$ cat src/rtl/bi_pkg.sv
package bi_pkg;
  typedef enum logic [1:0] {
    BYP_RF  = 2'b00,
    BYP_MEM = 2'b01,
    BYP_WB  = 2'b10
  } byp_sel_e;
endpackage

$ cat src/rtl/bi_src_match.sv
module bi_src_match #(
  parameter int REG_W = 5
) (
  input  logic [REG_W-1:0] src,
  input  logic             ex_valid,
  input  logic             ex_wen,
  input  logic             ex_is_load,
  input  logic [REG_W-1:0] ex_dst,
  input  logic             mem_valid,
  input  logic             mem_wen,
  input  logic [REG_W-1:0] mem_dst,
  output logic             ex_hit,
  output logic             mem_hit,
  output logic             load_hit
);
  localparam logic [REG_W-1:0] ZERO_REG = '0;

  logic ex_writes, mem_writes;

  always_comb begin
    ex_writes  = ex_valid && ex_wen && (ex_dst != ZERO_REG);
    mem_writes = mem_valid && mem_wen && (mem_dst != ZERO_REG);
    ex_hit     = ex_writes && (ex_dst == src);
    mem_hit    = mem_writes && (mem_dst == src);
    load_hit   = ex_hit && ex_is_load;
  end
endmodule

$ cat src/rtl/bi_interlock.sv
module bi_interlock #(
  parameter int NSRC = 2
) (
  input  logic            dec_valid,
  input  logic [NSRC-1:0] load_hit,
  output logic            hold,
  output logic            kill
);
  always_comb begin
    hold = dec_valid && (|load_hit);
    kill = hold;
  end
endmodule

$ cat src/rtl/bi_sel_reg.sv
module bi_sel_reg
  import bi_pkg::*;
(
  input  logic       clk,
  input  logic       rst,
  input  logic       clr,
  input  logic       ex_hit,
  input  logic       mem_hit,
  output logic [1:0] sel
);
  byp_sel_e nxt;

  always_comb begin
    if (clr)          nxt = BYP_RF;
    else if (ex_hit)  nxt = BYP_MEM;
    else if (mem_hit) nxt = BYP_WB;
    else              nxt = BYP_RF;
  end

  always_ff @(posedge clk) begin
    if (rst) sel <= BYP_RF;
    else     sel <= nxt;
  end

  assert_reset_R1: assert property (@(posedge clk) rst |=> (sel == BYP_RF));
  assert_ex_first_R4: assert property (@(posedge clk) disable iff (rst)
    (!clr && ex_hit) |=> (sel == BYP_MEM));
  assert_mem_pick_R3: assert property (@(posedge clk) disable iff (rst)
    (!clr && !ex_hit && mem_hit) |=> (sel == BYP_WB));
  assert_cleared_R9: assert property (@(posedge clk) disable iff (rst)
    clr |=> (sel == BYP_RF));
endmodule

$ cat src/rtl/bypass_interlock.sv
module bypass_interlock
  import bi_pkg::*;
#(
  parameter int REG_W = 5
) (
  input  logic             clk,
  input  logic             rst,
  input  logic             dec_valid,
  input  logic [REG_W-1:0] dec_src1,
  input  logic [REG_W-1:0] dec_src2,
  input  logic             ex_valid,
  input  logic             ex_wen,
  input  logic             ex_is_load,
  input  logic [REG_W-1:0] ex_dst,
  input  logic             mem_valid,
  input  logic             mem_wen,
  input  logic [REG_W-1:0] mem_dst,
  output logic             hold_fd,
  output logic             kill_ex,
  output logic [1:0]       byp_a,
  output logic [1:0]       byp_b
);
  localparam int NSRC = 2;

  logic [REG_W-1:0] srcs [NSRC];
  logic [NSRC-1:0]  ex_hit, mem_hit, load_hit;
  logic [1:0]       sels [NSRC];
  logic             clr;

  always_comb begin
    srcs[0] = dec_src1;
    srcs[1] = dec_src2;
  end

  for (genvar i = 0; i < NSRC; i++) begin : g_src
    bi_src_match #(.REG_W(REG_W)) u_match (
      .src       (srcs[i]),
      .ex_valid  (ex_valid),
      .ex_wen    (ex_wen),
      .ex_is_load(ex_is_load),
      .ex_dst    (ex_dst),
      .mem_valid (mem_valid),
      .mem_wen   (mem_wen),
      .mem_dst   (mem_dst),
      .ex_hit    (ex_hit[i]),
      .mem_hit   (mem_hit[i]),
      .load_hit  (load_hit[i])
    );

    bi_sel_reg u_sel (
      .clk    (clk),
      .rst    (rst),
      .clr    (clr),
      .ex_hit (ex_hit[i]),
      .mem_hit(mem_hit[i]),
      .sel    (sels[i])
    );
  end

  bi_interlock #(.NSRC(NSRC)) u_lock (
    .dec_valid(dec_valid),
    .load_hit (load_hit),
    .hold     (hold_fd),
    .kill     (kill_ex)
  );

  always_comb clr = hold_fd || !dec_valid;

  assign byp_a = sels[0];
  assign byp_b = sels[1];

  assert_zero_src_R8: assert property (@(posedge clk) disable iff (rst)
    (dec_src1 == '0 && dec_src2 == '0) |-> !hold_fd);
  assert_legal_code_R2: assert property (@(posedge clk) disable iff (rst)
    (byp_a != 2'b11) && (byp_b != 2'b11));
  assert_bubble_R7: assert property (@(posedge clk) disable iff (rst)
    kill_ex == hold_fd);
  assert_no_dec_R10: assert property (@(posedge clk) disable iff (rst)
    !dec_valid |=> (byp_a == BYP_RF) && (byp_b == BYP_RF));
endmodule

$ cat config.mk
export PLATFORM = sky130hd
export DESIGN_NAME = bypass_interlock
export DESIGN_NICKNAME = d
export VERILOG_FILES = /design/src/rtl/bi_pkg.sv /design/src/rtl/bi_src_match.sv /design/src/rtl/bi_interlock.sv /design/src/rtl/bi_sel_reg.sv /design/src/rtl/bypass_interlock.sv
export SDC_FILE = /design/constraint.sdc
export NUM_CORES = 1
export LEC_CHECK = 0
export BUFFER_PORTS_ARGS = -buffer_cell sky130_fd_sc_hd__buf_4
export CORE_AREA = 3 3 40 42
export DETAILED_ROUTE_END_ITERATION = 10
export DIE_AREA = 0 0 43 45
export GPL_ROUTABILITY_DRIVEN = 0
export PLACE_DENSITY = 0.71
export SYNTH_ARGS = -nofsm -noshare
export SYNTH_HDL_FRONTEND = slang
export SYNTH_HIERARCHICAL = 1
export SYNTH_SLANG_ARGS = --single-unit
$ cat constraint.sdc
create_clock -name clk -period 2.8 [get_ports clk]
set_input_delay 0.28 -clock clk [delete_from_list [all_inputs] [get_ports clk]]
set_output_delay 0.28 -clock clk [all_outputs]
set_load 0.005 [all_outputs]
==> results of run 1 <==
==> per-layer routing <==
| metal | share of wire | vias up |
|---|---|---|
| li1 | - | 272 |
| met1 | 0.42 | 225 |
| met2 | 0.47 | 24 |
| met3 | 0.11 | 0 |
| met4 | 0 | 0 |
| met5 | 0 | - |
==> cell type report <==
type / count / area share
multi-input cells: 48 / 0.4866
repair buffers: 33 / 0.3311
inverters: 4 / 0.02007
well taps: 15 / 0.02508
clock buffers: 3 / 0.03010
flip-flops and latches: 4 / 0.1070
==> per-stage QoR <==
stage               worst slack [ns]  utilization  total power [W]  cell area, sq um  hold WS, ns
finish                         1.258       0.5823        0.0002088             748.2       0.2490
global route                   1.206       0.5823        0.0002259             748.2       0.2396
CTS                            1.253       0.5823        0.0002132             748.2       0.2372
detailed placement             1.174       0.5648        0.0001406             725.7       0.4870
global placement               1.204       0.5648        0.0001399             725.7       0.4855
floorplan                      1.402            -       0.00009283             466.7       0.3542
==> Yosys cell counts <==
| library cell | number | area (sq um) |
|---|---|---|
| xnor2_1 | 16 | 140.1 |
| dfxtp_1 | 4 | 80.08 |
| inv_1 | 4 | 15.01 |
| nor2_1 | 4 | 15.01 |
| nor3b_1 | 4 | 30.03 |
| a211o_1 | 2 | 17.52 |
| nand2_1 | 2 | 7.510 |
| nand3_1 | 2 | 10.01 |
| nand4_1 | 2 | 12.51 |
| nor3_1 | 2 | 10.01 |
| nor3_2 | 2 | 20.02 |
| nor4_1 | 2 | 12.51 |
| nor4b_2 | 2 | 30.03 |
| o2111ai_1 | 2 | 17.52 |
| o21ai_0 | 2 | 10.01 |
| xor2_1 | 2 | 17.52 |
| buf_4 | 1 | 7.510 |
| nand2b_1 | 1 | 6.260 |
| o21a_1 | 1 | 7.510 |
==> placed cells by master (no fill, tap or decap) <==
cell type / instances
o21ai_0: 2
dfxtp_1: 4
nor3_2: 2
nor3b_1: 4
nand2b_1: 1
nor4_1: 2
inv_1: 4
buf_4: 33
a211o_1: 2
nor3_1: 2
nor4b_2: 2
nor2_1: 4
xor2_1: 2
nand2_1: 2
o2111ai_1: 2
o21a_1: 1
clkbuf_4: 3
nand3_1: 2
xnor2_1: 16
nand4_1: 2
==> power by group <==
part / switching [W] / leakage (nW) / internal, W
Combinational: 0.0000345 / 0.263 / 0.0000474
Clock: 0.0000216 / 0.0138 / 0.0000478
Sequential: 0.0000000390 / 0.0322 / 0.0000575
Total: 0.0000561 / 0.309 / 0.000153
==> worst max-delay path by stage <==
stage	slack [ns]	cells after the start	from	endpoint
global placement	1.20	7	dec_src2[0]	g_src[0].u_sel/sel[1]
detailed placement	1.17	7	dec_src2[0]	g_src[0].u_sel/sel[1]
finish	1.26	6	dec_src2[3]	kill_ex
global route	1.21	6	dec_src2[3]	hold_fd
floorplan	1.40	6	dec_src2[0]	g_src[0].u_sel/sel[1]
CTS	1.25	6	dec_src2[3]	hold_fd
==> logic make-up after synthesis <==
group,Yosys count
flops,4
compound gates,7
buf+inv,5
xor+xnor,18
simple gates,23
==> flow_summary_export.csv, run 1 <==
group,metric,value,unit
logic_synthesis,syn_inst,57,
clock_network,cts_num_sinks,4,
global_route,overflow,0,
sta,drv_slew,0,
logic_synthesis,synth_top_family_by_area,"XOR/XNOR gates",
clock_network,htree_num_levels,1,
global_route,grt_use_met3,0.06773,
placement,io_buffers,33,
clock_network,cts_buffers,3,
logic_synthesis,synthSimpleGateAreaFrac,0.3298,
clock_network,clkSlewWorstSetupHoldPaths,0.04,ns
setup_path,endpoint_kind,"output port",
sta,max_slew_margin,0.8277,
setup_path,cp_max_fo,3,
setup_path,max_stage_delay,0.26,ns
sta,timing.fmax,648.3,MHz
sta,tightest_slew,0.2561,ns
logic_synthesis,yosysSeqAreaShare,0.1716,
routing,drt-pass1-iter-count,4,
sta,setup_viol,0,
clock_network,cts_resized,0,
cells_and_area,drive_gt1_frac,0.4348,
clock_network,root_buffer,"clkbuf_4",
floorplanning,die_x,43,um
cells_and_area,diodes,0,
logic_synthesis,syn_nets,85,
floorplanning,fp.coreArea,1285,sq um
power_and_ir_drop,ir_drop,0.2090,mV
clock_network,cts_hold_buf,0,
clock_network,post_cts_buffers,0,
logic_synthesis,synth_warnings,6,
logic_synthesis,synth_compound_area_frac,0.1126,
routing,detail_route.wl_per_cell,11.61,um
cells_and_area,seq_area,80.08,sq um
sta,tns,0,ns
setup_path,critPathLaunchType,"input pin",
worst_hold_path,min_delay_path_depth,2,
logic_synthesis,netlist_area,466.7,sq um
setup_path,worst_path_most_repeated_cell,"buf_4",
setup_path,cp.buffers_inverters,2,
routing,wirelength,1242,um
cells_and_area,final_cells,107,
floorplanning,start_util,0.3632,
power_and_ir_drop,power.density,279.1,nW/um^2
sta,hold_viol,0,
setup_path,crit_chain,"buf_4 > xor2_1 > a211o_1 > nor3_2 > o21a_1 > buf_4",
sta,finalCritPeriodShare,0.5509,
global_route,grt_max_degree,5,
global_route,top_usage_layer,"met2",
setup_path,required,2.52,ns
clock_network,cts_tree,"done",
logic_synthesis,ys_ff_latch,4,
floorplanning,die_y,45,um
floorplanning,rows,13,
logic_synthesis,synth_mux_area_frac,0,
setup_path,arrival,1.26,ns
flow_run,drv_cap,0,
routing,antenna_left,0,
global_route,grt_use_met1,0.1559,
sta,rsz0062_at_grt,"false",
logic_synthesis,ys_types,19,
floorplanning,dieArea,1935,sq um
power_and_ir_drop,leakagePower,0.3085,nW
global_route,antenna_found_initial,0,
cells_and_area,fill_cells,119,
global_route,grt_pass1_vias,495,
global_route,grt_pass1_wl,1994,um
worst_hold_path,min_from,"rst",
placement,placed_cells,104,
worst_hold_path,hp-class,"input pin to register",
cells_and_area,largestRegisters,"g_src.u_sel/sel (4)",
worst_hold_path,hold_path_end,"g_src[1].u_sel/sel[1]",
cells_and_area,largest_register_ffs,4,
logic_synthesis,syn_area_per_cell,8.188,sq um
setup_path,slowest_stage,"a211o_1",
sta,period_needed,1.542,ns
outcome,status,"finished clean",
routing,drc_errors,0,
cells_and_area,area_growth,60.32,%
cells_and_area,largest_register,"g_src.u_sel/sel",
setup_path,crit_family,"compound AO/OA/AOI/OAI gates",
cells_and_area,nets,122,
routing,drtIter0Drc,11,
routing,vias,521,
placement,hpwl,1127,um
logic_synthesis,synth-xor-area-share,0.3378,
logic_synthesis,synth-adder-area-share,0,
clock_network,clock_path_buffers,2,
cells_and_area,multi_input_area,364.1,sq um
setup_path,crit_type,"input pin to output port",
routing,avgViaCountPerCell,4.869,
global_route,track_usage,0.1363,
floorplanning,ios,34,
global_route,use_met2,0.2305,
Note: power is estimated with default switching activity, not from simulation.
==> run 2, diff against run 1 <==
- ABC_AREA: default -> 1
- CORE_AREA: 3 3 40 42 -> default
- CORE_MARGIN: default -> 3
- CORE_UTILIZATION: default -> 38
- DIE_AREA: 0 0 43 45 -> default
- PLACE_DENSITY: 0.71 -> 0.73
- clock period: 2.8 -> 1.4 ns (I/O delays scaled with it)
==> run 2 against run 1 <==
Die area is 8.4% higher. Combinational power increased by 120%. Synthesized area rose by 29%. Clock power grew 100%. Global-route usage rose by 1.8 points. Worst setup slack got worse by 1.1 ns. Final cell count grew 55%. Synthesized cell count is 100% higher. Flip-flop and latch count did not move. Non-clock buffer count unchanged. Final area is 18% higher. Clock-buffer cell count did not move. Critical path type unchanged.
==> flow_summary_export.csv, run 2 <==
group,metric,value,unit
placement,io_buffers,33,
logic_synthesis,netlist_top_cells_area,"nand2_1, inv_1, dfxtp_1",
sta,timing.fmax,795.9,MHz
setup_path,max_stage_delay,0.15,ns
setup_path,critPathLaunchType,"input pin",
logic_synthesis,synth_warnings,6,
clock_network,cts_num_sinks,4,
logic_synthesis,synth_top_cell_area_share,0.2308,
worst_hold_path,min_from,"rst",
global_route,grt_pass1_vias,615,
cells_and_area,final_common_cell,"nand2_1",
routing,antenna_left,0,
routing,wl_met3,104,um
clock_network,clkSlewWorstSetupHoldPaths,0.04,ns
routing,vias,740,
routing,drtIter0Drc,6,
setup_path,crit_family,"simple AND/OR/NAND/NOR gates",
flow_run,drv_cap,0,
logic_synthesis,syn_area_per_cell,5.188,sq um
power_and_ir_drop,leakagePower,0.5294,nW
cells_and_area,nets,181,
sta,tightest_slew,0.1771,ns
cells_and_area,area_growth,46.78,%
global_route,track_usage,0.1544,
logic_synthesis,syn_nets,144,
setup_path,crit_type,"input pin to output port",
clock_network,post_cts_buffers,0,
cells_and_area,diodes,0,
floorplanning,rows,13,
global_route,antenna_found_initial,0,
sta,hold_viol,0,
setup_path,required,1.26,ns
sta,finalCritPeriodShare,0.8975,
power_and_ir_drop,power.density,495.6,nW/um^2
logic_synthesis,synth_flop_cell,"dfxtp_1",
floorplanning,ios,34,
sta,drv_slew,0,
setup_path,crit_chain,"buf_4 > inv_1 > nand2_1 > nand2_1 > nand2_1 > nor2_2 > nand3_2 > nor2_2 > nor2_1 > nor2_1 > buf_4",
routing,wl_met2,775,um
placement,hpwl,1365,um
logic_synthesis,async_flop_share,0,
cells_and_area,design_area,883.3,sq um
logic_synthesis,yosysMostFrequentCell,"nand2_1",
logic_synthesis,synth_area_leader_cell,"nand2_1",
global_route,grt_max_degree,7,
power_and_ir_drop,ir_drop,0.1831,mV
floorplanning,dieArea,2097,sq um
global_route,grt_pass1_wl,2394,um
worst_hold_path,hold_path_end,"g_src[0].u_sel/sel[0]",
routing,drt-pass1-iter-count,4,
cells_and_area,largestRegisters,"g_src.u_sel/sel (4)",
clock_network,htree_num_levels,1,
cells_and_area,drive_gt1_frac,0.3311,
setup_path,worst_path_most_repeated_cell,"nand2_1",
cells_and_area,fill_cells,146,
logic_synthesis,ys_types,15,
routing,drc_errors,0,
floorplanning,die_x,45.80,um
setup_path,timing.critical_path.depth,11,
clock_network,cts_hold_buf,0,
routing,avgViaCountPerCell,4.458,
logic_synthesis,netlist_area,601.8,sq um
setup_path,slowest_stage,"nor2_1",
routing,wl_met1,682,um
floorplanning,fp.coreArea,1399,sq um
setup_path,cp_max_fo,4,
logic_synthesis,synth_edf_count,0,
worst_hold_path,hp-class,"input pin to register",
sta,max_slew_margin,0.8815,
routing,wirelength,1562,um
worst_hold_path,min_delay_path_depth,4,
logic_synthesis,ys_ff_latch,4,
cells_and_area,largest_register_ffs,4,
clock_network,root_buffer,"clkbuf_4",
setup_path,cp.buffers_inverters,3,
floorplanning,start_util,0.4302,
cells_and_area,largest_register,"g_src.u_sel/sel",
setup_path,endpoint_kind,"output port",
logic_synthesis,yosysSeqAreaShare,0.1331,
cells_and_area,layout_common_cells,"nand2_1, buf_4, inv_1, nor2_1",
sta,setup_viol,0,
routing,dr.max_layer_used,"met3",
clock_network,cts_tree,"done",
clock_network,clock_path_buffers,2,
sta,tns,0,ns
logic_synthesis,synth_commonest_cells,"nand2_1, inv_1, nor2_1, inv_2, xnor2_1",
clock_network,cts_resized,0,
placement,place_area,860.8,sq um
cells_and_area,seq_area,80.08,sq um
global_route,overflow,0,
sta,period_needed,1.257,ns
floorplanning,die_y,45.80,um
sta,rsz0062_at_grt,"false",
setup_path,arrival,1.12,ns
cells_and_area,multi_input_area,394.1,sq um
routing,detail_route.wl_per_cell,9.410,um
logic_synthesis,syn_inst,116,
clock_network,cts_buffers,3,
outcome,status,"finished clean",
[run 2: changes by cell type after synthesis, moves of 4 or more]
cell / before / now
nor3b_1: 4 / 0
nand3_2: 0 / 4
inv_2: 0 / 6
nand2_1: 2 / 37
inv_1: 4 / 26
nor2_2: 0 / 4
nor2_1: 4 / 14
xnor2_1: 16 / 6
[run 2: cells by family (layout without fill, tap and decap cells)]
kind of cell,Yosys count,in the layout,synth area share
DFF,4,4,0.1331
and+or+nand+nor,65,65,0.4802
AOI/OAI and AO/OA,6,6,0.05821
buffers and inverters,33,68,0.2121
xor gates and xnor gates,8,8,0.1164
[run 2: final cells by class]
type                       instances  share of cell area
multi-input combinational         79              0.4462
timing repair buffer              33              0.2805
inverter                          32              0.1360
sequential                         4             0.09065
clock buffer                       3             0.02550
tap                               15             0.02125
[run 2: metrics by stage]
stage | hold slack [ns] | utilization | std cells | worst slack (ns) | power (W)
2_1_floorplan | 0.3064 | - | 116 | 0.2688 | 0.0002027
3_3_place_gp | 0.4065 | 0.6154 | 163 | 0.05921 | 0.0002981
3_5_place_dp | 0.4121 | 0.6154 | 163 | 0.03369 | 0.0002998
4_1_cts | 0.1698 | 0.6315 | 166 | 0.1234 | 0.0004452
5_1_grt | 0.1896 | 0.6315 | 166 | 0.01890 | 0.0004731
6_report | 0.1758 | 0.6315 | 166 | 0.1435 | 0.0004378
[run 2: tightest hold or removal path, cell delays in order]
cell     delay, ns
buf_4         0.08
inv_1         0.03
nand2_1       0.07
nor2_1        0.04
[run 2: power by group]
| part | internal [W] | leakage, nW | total, W | switching, W |
|---|---|---|---|---|
| sequential | 0.000115 | 0.0322 | 0.000115 | 0.0000000790 |
| combinational | 0.0000927 | 0.483 | 0.000182 | 0.0000897 |
| clock | 0.0000958 | 0.0138 | 0.000140 | 0.0000447 |
[run 2: how the worst max path moves through the flow]
stage | startpoint | endpoint | slack (ns)
2_1_floorplan | dec_src2[4] | g_src[0].u_sel/sel[0] | 0.27
3_5_place_dp | ex_dst[3] | g_src[1].u_sel/sel[1] | 0.03
3_3_place_gp | ex_dst[3] | g_src[1].u_sel/sel[0] | 0.06
5_1_grt | ex_dst[2] | kill_ex | 0.02
6_report | ex_dst[3] | kill_ex | 0.14
4_1_cts | ex_dst[3] | kill_ex | 0.12
[run 2: per-layer routing]
metal,track usage,up-vias
met5,0,-
met4,0.03409,0
met3,0.01186,0
met2,0.2841,25
met1,0.1920,306
li1,-,409
==> run 3, diff against run 2 <==
- ABC_AREA: 1 -> default
- CORE_UTILIZATION: 38 -> 35
- PLACE_DENSITY: 0.73 -> 0.74
==> run 3 against run 2 <==
Combinational power down 3%. Non-clock buffer count up 6. Die area down 14%. Sequential power about the same. Utilization up 4.5 points. Final area down 10%. Flip-flop and latch count unchanged. Final cell count down 33%.
==> flow_summary_export.csv, run 3 (synthesis results as in run 1) <==
group,metric,value,unit
clock_network,clock_path_buffers,2,
setup_path,slowest_stage,"a211o_1",
cells_and_area,nets,128,
placement,io_buffers,33,
global_route,antenna_found_initial,0,
cells_and_area,area_growth,69.71,%
setup_path,cp.buffers_inverters,3,
setup_path,crit_type,"input pin to output port",
routing,wl_met1,595,um
floorplanning,ios,34,
worst_hold_path,min_from,"rst",
setup_path,crit_family,"compound AO/OA/AOI/OAI gates",
clock_network,root_buffer,"clkbuf_4",
clock_network,cts_tree,"done",
routing,vias,549,
sta,rsz0062_at_grt,"false",
cells_and_area,layout_common_cells,"buf_4, xnor2_1",
worst_hold_path,hold_path_end,"g_src[0].u_sel/sel[1]",
global_route,track_usage,0.1646,
routing,detail_route.wl_per_cell,12.27,um
routing,antenna_left,0,
sta,setup_viol,0,
cells_and_area,largestRegisters,"g_src.u_sel/sel (4)",
flow_run,drv_cap,0,
routing,dr.max_layer_used,"met4",
floorplanning,rows,12,
clock_network,htree_num_levels,1,
sta,max_slew_margin,0.8094,
routing,drc_errors,0,
power_and_ir_drop,power.density,546.2,nW/um^2
global_route,grt_pass1_vias,558,
cells_and_area,largest_register,"g_src.u_sel/sel",
sta,hold_viol,0,
sta,fin_ws,0.08154,ns
floorplanning,fp.coreArea,1171,sq um
setup_path,endpoint_kind,"output port",
sta,drv_slew,0,
clock_network,post_cts_buffers,0,
setup_path,arrival,1.18,ns
setup_path,required,1.26,ns
cells_and_area,final_common_cell,"buf_4",
floorplanning,die_y,42.52,um
floorplanning,dieArea,1808,sq um
setup_path,cp_max_fo,3,
power_and_ir_drop,leakagePower,0.3375,nW
setup_path,crit_start,"dec_src2[3]",
power_and_ir_drop,ir_drop,0.2792,mV
clock_network,clkSlewWorstSetupHoldPaths,0.04,ns
routing,avgViaCountPerCell,4.902,
worst_hold_path,min_delay_path_depth,2,
setup_path,worst_path_most_repeated_cell,"buf_4",
clock_network,cts_hold_buf,0,
floorplanning,start_util,0.3985,
global_route,overflow,0,
routing,wl_met3,74,um
routing,wl_met2,692,um
sta,timing.fmax,758.5,MHz
sta,finalCritPeriodShare,0.9418,
routing,wirelength,1374,um
cells_and_area,largest_register_ffs,4,
routing,drt-pass1-iter-count,2,
sta,tightest_slew,0.2833,ns
global_route,grt_pass1_wl,2263,um
setup_path,crit_chain,"buf_4 > xor2_1 > a211o_1 > nor3_2 > o21a_1 > buf_4 > buf_4",
sta,tns,0,ns
sta,period_needed,1.318,ns
cells_and_area,fill_cells,109,
clock_network,cts_num_sinks,4,
global_route,grt_max_degree,5,
cells_and_area,drive_gt1_frac,0.4694,
setup_path,max_stage_delay,0.25,ns
placement,pre_cts_slack,-0.04916,ns
clock_network,cts_buffers,3,
routing,drtIter0Drc,4,
outcome,status,"finished clean",
cells_and_area,diodes,0,
setup_path,critPathLaunchType,"input pin",
floorplanning,die_x,42.52,um
worst_hold_path,hp-class,"input pin to register",
clock_network,cts_resized,0,
[run 3: changes by cell type in the layout (fill, tap and decap cells not counted), sizes merged, moves of 4 or more]
cell and delta:
nand2 -35, inv -28, nor2 -14, xnor2 +10, buf +6, nand3 -6
nor3 +4, nor3b +4
[run 3: layout make-up]
class                      instances  area [sq um]  area share
clock buffer                       3         22.52     0.02844
inverter                           4         15.01     0.01896
sequential                         4         80.08      0.1011
tap                               14         17.52     0.02212
multi-input combinational         48         364.1      0.4597
timing repair buffer              39         292.8      0.3697
[run 3: layer usage]
metal | vias to the layer above | GRT usage
met2 | 16 | 0.2918
met1 | 247 | 0.1873
met4 | 0 | 0.07453
li1 | 284 | -
met5 | - | 0
met3 | 2 | 0.03004
[run 3: worst max-delay path by stage]
stage	endpoint	cells past startpoint
4_1_cts	kill_ex	7
2_1_floorplan	g_src[0].u_sel/sel[1]	6
3_3_place_gp	g_src[1].u_sel/sel[1]	7
3_5_place_dp	g_src[1].u_sel/sel[1]	7
6_report	kill_ex	7
5_1_grt	kill_ex	7
[run 3: metrics by stage]
step | power (W) | std cells | area (sq um) | utilization | hold WS, ns
after floorplan | 0.0001857 | 57 | 466.7 | - | 0.2142
after global placement | 0.0002902 | 109 | 769.5 | 0.6571 | 0.3461
after detailed placement | 0.0002941 | 109 | 769.5 | 0.6571 | 0.3490
after CTS | 0.0004395 | 112 | 792.0 | 0.6763 | 0.09852
after global routing | 0.0004647 | 112 | 792.0 | 0.6763 | 0.09969
final | 0.0004326 | 112 | 792.0 | 0.6763 | 0.1056
[run 3: where the power goes]
part | internal (W) | total (W) | switching (W)
Sequential | 0.000115 | 0.000115 | 0.0000000765
Clock | 0.0000956 | 0.000140 | 0.0000446
Combinational | 0.000104 | 0.000177 | 0.0000738
